$ cat src/rtl/rf_pkg.sv
package rf_pkg;

    localparam int RF_IDX_W  = 4;
    localparam int RF_DATA_W = 64;
    localparam int RF_CODES  = 1 << RF_IDX_W;
    localparam int RF_SLOTS  = RF_CODES - 1;
    localparam logic [RF_IDX_W-1:0] RF_NONE = {RF_IDX_W{1'b1}};

    typedef logic [RF_IDX_W-1:0]  rf_idx_t;
    typedef logic [RF_DATA_W-1:0] rf_word_t;

    typedef struct packed {
        rf_idx_t  idx;
        rf_word_t data;
    } rf_wr_t;

    function automatic logic rf_is_none(input rf_idx_t idx);
        return idx == RF_NONE;
    endfunction

endpackage

$ cat src/rtl/rf_wr_decode.sv
module rf_wr_decode
    import rf_pkg::*;
(
    input  logic                clk,
    input  logic                rst,
    input  rf_idx_t             e_idx,
    input  rf_idx_t             m_idx,
    output logic [RF_SLOTS-1:0] hit_e,
    output logic [RF_SLOTS-1:0] hit_m
);

    for (genvar s = 0; s < RF_SLOTS; s++) begin : g_dec
        assign hit_e[s] = (e_idx == RF_IDX_W'(s));
        assign hit_m[s] = (m_idx == RF_IDX_W'(s));
    end

    // R7 needs a single winner per port; R6 needs the reserved code to enable nothing
    p_single_e_r7: assert property (@(posedge clk) disable iff (rst) $onehot0(hit_e));
    p_single_m_r7: assert property (@(posedge clk) disable iff (rst) $onehot0(hit_m));
    p_none_quiet_r6: assert property (@(posedge clk) disable iff (rst)
        (rf_is_none(e_idx) && rf_is_none(m_idx)) |-> ($countones({hit_e, hit_m}) == 0));

endmodule

$ cat src/rtl/rf_slot.sv
module rf_slot
    import rf_pkg::*;
#(
    parameter int SLOT_ID = 0
) (
    input  logic     clk,
    input  logic     rst,
    input  logic     hit_e,
    input  logic     hit_m,
    input  rf_wr_t   req_e,
    input  rf_wr_t   req_m,
    output rf_word_t q
);

    always_ff @(posedge clk) begin
        if (rst)        q <= '0;
        else if (hit_m) q <= req_m.data;
        else if (hit_e) q <= req_e.data;
    end

    localparam rf_idx_t ME = RF_IDX_W'(SLOT_ID);

    p_m_write_r5: assert property (@(posedge clk) disable iff (rst)
        (req_m.idx == ME) |=> (q == $past(req_m.data)));
    p_e_write_r4: assert property (@(posedge clk) disable iff (rst)
        (req_e.idx == ME && req_m.idx != ME) |=> (q == $past(req_e.data)));
    p_hold_r10: assert property (@(posedge clk) disable iff (rst)
        (req_e.idx != ME && req_m.idx != ME) |=> $stable(q));
    p_reset_clear_r9: assert property (@(posedge clk) rst |=> (q == '0));

endmodule

$ cat src/rtl/rf_rd_port.sv
module rf_rd_port
    import rf_pkg::*;
(
    input  rf_idx_t  idx,
    input  rf_word_t slots [RF_SLOTS],
    output rf_word_t data
);

    always_comb begin
        data = '0;
        for (int i = 0; i < RF_SLOTS; i++) begin
            if (idx == RF_IDX_W'(i)) data = slots[i];
        end
    end

endmodule

$ cat src/rtl/rf_dual_rw.sv
module rf_dual_rw
    import rf_pkg::*;
(
    input  logic        clk,
    input  logic        rst,
    input  logic [3:0]  rd_a_idx,
    output logic [63:0] rd_a_data,
    input  logic [3:0]  rd_b_idx,
    output logic [63:0] rd_b_data,
    input  logic [3:0]  wr_e_idx,
    input  logic [63:0] wr_e_data,
    input  logic [3:0]  wr_m_idx,
    input  logic [63:0] wr_m_data
);

    rf_wr_t              req_e, req_m;
    logic [RF_SLOTS-1:0] hit_e, hit_m;
    rf_word_t            slot_q [RF_SLOTS];

    assign req_e = '{idx: wr_e_idx, data: wr_e_data};
    assign req_m = '{idx: wr_m_idx, data: wr_m_data};

    rf_wr_decode u_dec (
        .clk   (clk),
        .rst   (rst),
        .e_idx (req_e.idx),
        .m_idx (req_m.idx),
        .hit_e (hit_e),
        .hit_m (hit_m)
    );

    for (genvar s = 0; s < RF_SLOTS; s++) begin : g_slot
        rf_slot #(.SLOT_ID(s)) u_slot (
            .clk   (clk),
            .rst   (rst),
            .hit_e (hit_e[s]),
            .hit_m (hit_m[s]),
            .req_e (req_e),
            .req_m (req_m),
            .q     (slot_q[s])
        );
    end

    rf_rd_port u_rd_a (.idx(rd_a_idx), .slots(slot_q), .data(rd_a_data));
    rf_rd_port u_rd_b (.idx(rd_b_idx), .slots(slot_q), .data(rd_b_data));

    p_none_read_a_r3: assert property (@(posedge clk) disable iff (rst)
        rf_is_none(rd_a_idx) |-> (rd_a_data == '0));
    p_none_read_b_r3: assert property (@(posedge clk) disable iff (rst)
        rf_is_none(rd_b_idx) |-> (rd_b_data == '0));
    p_same_src_r2: assert property (@(posedge clk) disable iff (rst)
        (rd_a_idx == rd_b_idx) |-> (rd_a_data == rd_b_data));

endmodule

$ cat config.mk
export PLATFORM = sky130hd
export DESIGN_NAME = rf_dual_rw
export DESIGN_NICKNAME = d
export VERILOG_FILES = /design/src/rtl/rf_pkg.sv /design/src/rtl/rf_wr_decode.sv /design/src/rtl/rf_slot.sv /design/src/rtl/rf_rd_port.sv /design/src/rtl/rf_dual_rw.sv
export SDC_FILE = /design/constraint.sdc
export NUM_CORES = 2
export LEC_CHECK = 0
export BUFFER_PORTS_ARGS = -buffer_cell sky130_fd_sc_hd__buf_2
export CELL_PAD_IN_SITES_DETAIL_PLACEMENT = 0
export CELL_PAD_IN_SITES_GLOBAL_PLACEMENT = 2
export CORE_MARGIN = 1.5
export CORE_UTILIZATION = 35
export DETAILED_ROUTE_END_ITERATION = 6
export PLACE_DENSITY_LB_ADDON = 0.1
export SYNTH_ARGS = -nofsm -noshare
export SYNTH_HDL_FRONTEND = slang
export SYNTH_SLANG_ARGS = --single-unit
$ cat constraint.sdc
create_clock -name clk -period 1.8 [get_ports clk]
set_clock_uncertainty 0.2 [all_clocks]
set_input_delay 0.18 -clock clk [delete_from_list [all_inputs] [get_ports clk]]
set_output_delay 0.18 -clock clk [all_outputs]
set_load 0.005 [all_outputs]
-- Word level (Yosys, flattened, before mapping)
Cells that the tools add are included.
- mux-type cells: 60
- equal/unequal tests: 56
- reductions and logical operators: 19
- operator list (kind ; number):
    64-bit 2-to-1 mux ; 60
    4-bit == test, second input constant ; 28
    4-bit by 3-bit == test with 1-bit output, second input constant ; 16
    4-bit by 2-bit == test with 1-bit output, second input constant ; 8
    2-bit nonzero test ; 15
    4-bit by 1-bit == test with 1-bit output, second input constant ; 4
    4-bit logical NOT ; 4
- logic and storage cells: 150
- bits in registers: 960

-- Longest topological paths before layout
- depth in word-level cells: 16
- gate-level depth with buffers: 10

-- Hierarchy
From an unflattened synthesis, not the netlist that was laid out.
- cells, all modules: 6996
- area, all modules: 64559.4 sq um
- by module, submodules not included (module ; instances ; cells an instance ; area each (sq um)):
    rf_slot ; 15 ; 284 ; 3045.4
    rf_rd_port ; 2 ; 1349 ; 9171.3
    rf_wr_decode ; 1 ; 38 ; 535.5

-- Worst setup path after synthesis
Ideal clock, no wire load.
- path type: input port to output port
- start point: input port rd_a_idx[0]
- end point: output port rd_a_data[0]
- buffers on the path: 5
- setup slack: -223 ps
- arrival time: 1643 ps
- stages: 9
- path through: buf_2 > buf_4 > buf_4 > buf_4 > buf_2 > mux2i_1 > nor2_1 > a221oi_1 > o21ai_1
- word-level cells in the longest chain between the ends: 16
- ends and longest elaborated chain (what ; RTL line ; text):
    from (decl) ; rf_dual_rw.sv:6 ; input logic [3:0] rd_a_idx,
    4-bit logical NOT ; rf_rd_port.sv:12 ; if (idx == RF_IDX_W'(i)) data = slots[i];
    64-bit 2-to-1 mux (14 in series) ; rf_rd_port.sv:12 ;
    64-bit 2-to-1 mux (*) ; rf_rd_port.sv:12 ;
    to (decl) ; rf_dual_rw.sv:7 ; output logic [63:0] rd_a_data,
Mark *: on every way between the ends. The rest lies on a longest branch, timed or not.

-- Worst setup path after layout
- start point: register g_slot[1].u_slot.q[6]
- end point: output port rd_b_data[6]
- word-level cells in the longest chain between the ends: 14
- ends and longest elaborated chain (what ; RTL line ; text):
    from (decl) ; rf_slot.sv:12 ; output rf_word_t q
    from (signal assigned) ; rf_slot.sv:17 ; else if (hit_m) q <= req_m.data;
    from (signal assigned) ; rf_slot.sv:18 ; else if (hit_e) q <= req_e.data;
    64-bit 2-to-1 mux (14 in series) ; rf_rd_port.sv:12 ;
    to (decl) ; rf_dual_rw.sv:9 ; output logic [63:0] rd_b_data,
Every way passes these cells.

==> flow_summary.ini <==
[status]
status = finished with violations
violations = hold timing, setup timing

[final_layout]
fin_util_pct = 51.5
final.fill_count = 16027
largest_reg_flops = 960
area_growth_pct = 46.4
nNetsFinal = 8606
regMostFlops = g_slot.u_slot.q
reg_top3 = g_slot.u_slot.q (960)
final_layout_size_suffix_gt1_share_pct = 36.2

[synthesis]
yosysTopAreaCell = dfxtp_1
ys_types = 86
synth_edf_count = 0
syn-num-nets = 7302
yosys-top-cells-area = dfxtp_1, mux2i_1, a211oi_1
synth_top_area_share_pct = 31.9
syn_avg_cell_area_um2 = 8.41
yosysSeqAreaShare_pct = 31.9
yosys_warnings = 0
synth_cells = 7156
ys_seq_elements = 960
ys.flop_type = dfxtp_1
synth_area_um2 = 60200
async_flop_share_pct = 0

[worst_setup_path]
cp.arrival_ps = 2620
rr_startpoint = g_slot[10].u_slot.q[5]
r2r_end = g_slot[10].u_slot.q[5]
criticalPathCategory = flip-flop to output port
crit_fanout = 2
cp_data_required_time_ps = 1420
startpoint_type = flip-flop
reg2reg_depth = 4
ff2ff_setup_slack_ps = 40
worstSetupEndpointType = output port

[sta]
slew_headroom_pct = 49.7
hold_slack_ps = -104
rsz0062_at_grt = true
clock.fmax_mhz = 334
fin_ws_ps = -1200
fin_crit_sh_pct = 167
min_period_ps = 3000
tightestPinTransition_ps = 753
setup_viol = 133
hold_viol = 21
report.final.slew_viol_count = 0

[global_route]
grt_pass1_vias = 67130
grt_antenna_before_repair = 24
track_usage_pct = 46.2
grt_start_max_net_pins = 85
grt_pass1_wl_mm = 568
grt-ovfl-total = 0

[route]
wl_per_cell_um = 39.1
drt_iter0_markers = 9441
ant_nets = 0
avgViaCountPerCell = 6.62
routed_wirelength_mm = 423
drc = 0
drtPass1Iterations = 6
vias = 71582

[floorplan]
die_w_um = 418
pin_count = 274
die_area_um2 = 175000
initial_core_util_pct = 35.2
std_cell_rows = 152
die_y_um = 418
core_um2 = 171000

[min_path]
hp-class = primary input to flip-flop
holdPathEnd = g_slot[6].u_slot.q[12]
hold_path_depth = 5
min_from = wr_m_idx[0]

[clocking]
htree_levels = 3
cts_tree = built
cts.reportedPaths.clkPinSlew_ps = 60
clock_latency_ps = 770
cts_root_buf = clkbuf_16
cts_buffer_depth = 3
numCtsBuffers = 120
clkSinkCount = 960

[place]
portBuffers = 273
gp_congestion = 1.00
dp_hpwl_mm = 300

[power_and_ir_drop]
peakVddDrop_mv = 0.792
total_leakage_power_nw = 35.3
powerDensity_nw_per_um2 = 750

[flow_run]
drv_cap = 0
==> layout make-up <==
cell class	count	area, µm²	share of cell area [%]
Inverter	20	81.3	0.0923
Multi-Input combinational cell	5283	40300	45.8
Clock inverter	33	509	0.578
Antenna cell	19	47.5	0.0539
Tap cell	2233	2790	3.17
Timing Repair Buffer	2075	21100	23.9
Clock buffer	188	3640	4.13
Sequential cell	960	19600	22.3
==> cells by family (layout without fill, tap and decap cells) <==
logic type	count (synthesis)	count (layout)	share of synthesized area, %
simple gates	1596	1596	10.9
other cells	0	19	0
flops	960	960	31.9
buf+inv	913	2316	6.92
compound gates	2402	2402	27.9
mux	1285	1285	22.3
==> cells in the mapped netlist (14+ instances only) <==
library cell  number
mux2i_1         1135
nor2_1          1216
clkbuf_1         574
buf_6             16
buf_4             98
nand2b_1          23
o21a_1            16
o22ai_1          229
o211ai_1          16
buf_2            189
a2111oi_0         24
a211oi_1        1035
a221o_1           37
a221oi_1          61
mux2_2           115
nand2_1          195
a31oi_1           19
dfxtp_1          960
nand3_1           27
mux4_2            35
nor2b_1           32
nor3_1            18
o2bb2ai_1         27
inv_1             15
buf_1             14
a21o_1            32
a21oi_1          254
o31ai_1           14
a22oi_1          103
a222oi_1          37
o221ai_1          49
o21ai_0          308
o32ai_1           20
a22o_1            19
o21ai_1           24
==> cells in the final DEF, fill, tap and decap left out, drive strengths merged, types with 10 or more instances in the layout <==
cell            n
buf          1922
nor2         1224
mux2i        1135
a211oi       1035
dfxtp         960
o21ai         333
a21oi         255
o22ai         229
nand2         196
clkbuf        194
dlygate4sd3   143
mux2          115
a22oi         103
a221oi         61
o221ai         49
a222oi         37
a221o          37
mux4           35
nor2b          33
a21o           32
o2bb2ai        27
nand3          27
nand2b         24
a2111oi        24
inv            22
o32ai          20
diode          19
a22o           19
a31oi          19
nor3           19
o21a           16
o211ai         16
clkinv         15
o31ai          14
bufinv         13
a21boi         13
a32oi          12
and2           11
or3            11
a2bb2oi        10
==> worst max-delay path, stage by stage, from the launching register on <==
cell	delay, ps
dfxtp_2	330
mux4_2	460
a221o_1	320
a222oi_1	320
o21ai_1	100
buf_4	180
buf_6	120
==> stage by stage <==
stage	worst slack (ps)	instance area, µm²	TNS, ps	power (mW)	instances
final	-1200	88100	-101640	66.1	10811
after global routing	-1270	88100	-107430	67.2	10797
after CTS	-1260	86700	-131220	65.2	10760
after detailed placement	-1430	78400	-271620	37.9	10386
after global placement	-1460	78400	-249920	37.9	10386
after floorplan	-151	61100	-4010	29.6	7156
==> where the power goes <==
| part | leakage [nW] | switching (mW) | internal [mW] | total, mW |
|---|---|---|---|---|
| logic | 25.3 | 9.48 | 6.63 | 16.1 |
| registers | 7.95 | 1.01 | 22.4 | 23.4 |
| clock network | 2.04 | 11.0 | 15.6 | 26.6 |
==> timing repair <==
action	CTS	global route
endpoints found under the hold margin	960	74
setup buffers	47	37
hold buffers	147	5
setup endpoints to repair	128	781
gates cloned	0	5
pin swaps	321	218
resized for setup	769	291
==> metal layers <==
metal  global-route usage (%)  up-vias  part of all wire, %
met2                     68.3     5031                   42
met1                     60.7    35555                   40
met3                     10.7     1405                   11
met5                        0        -                0.025
met4                     28.7       14                  7.6
li1                         -    29577                    -
==> worst max-delay path by stage <==
stage	start	end	slack (ps)	depth (start not counted)
5_1_grt	g_slot[2].u_slot.q[34]	rd_b_data[34]	-1270	6
3_3_place_gp	rd_b_idx[1]	rd_b_data[11]	-1460	10
3_5_place_dp	rd_b_idx[1]	rd_b_data[11]	-1430	10
4_1_cts	g_slot[0].u_slot.q[6]	rd_b_data[6]	-1260	6
6_report	g_slot[1].u_slot.q[6]	rd_b_data[6]	-1200	6
2_1_floorplan	rd_b_idx[1]	rd_b_data[6]	-150	6
(Power assumes the default switching activity.)
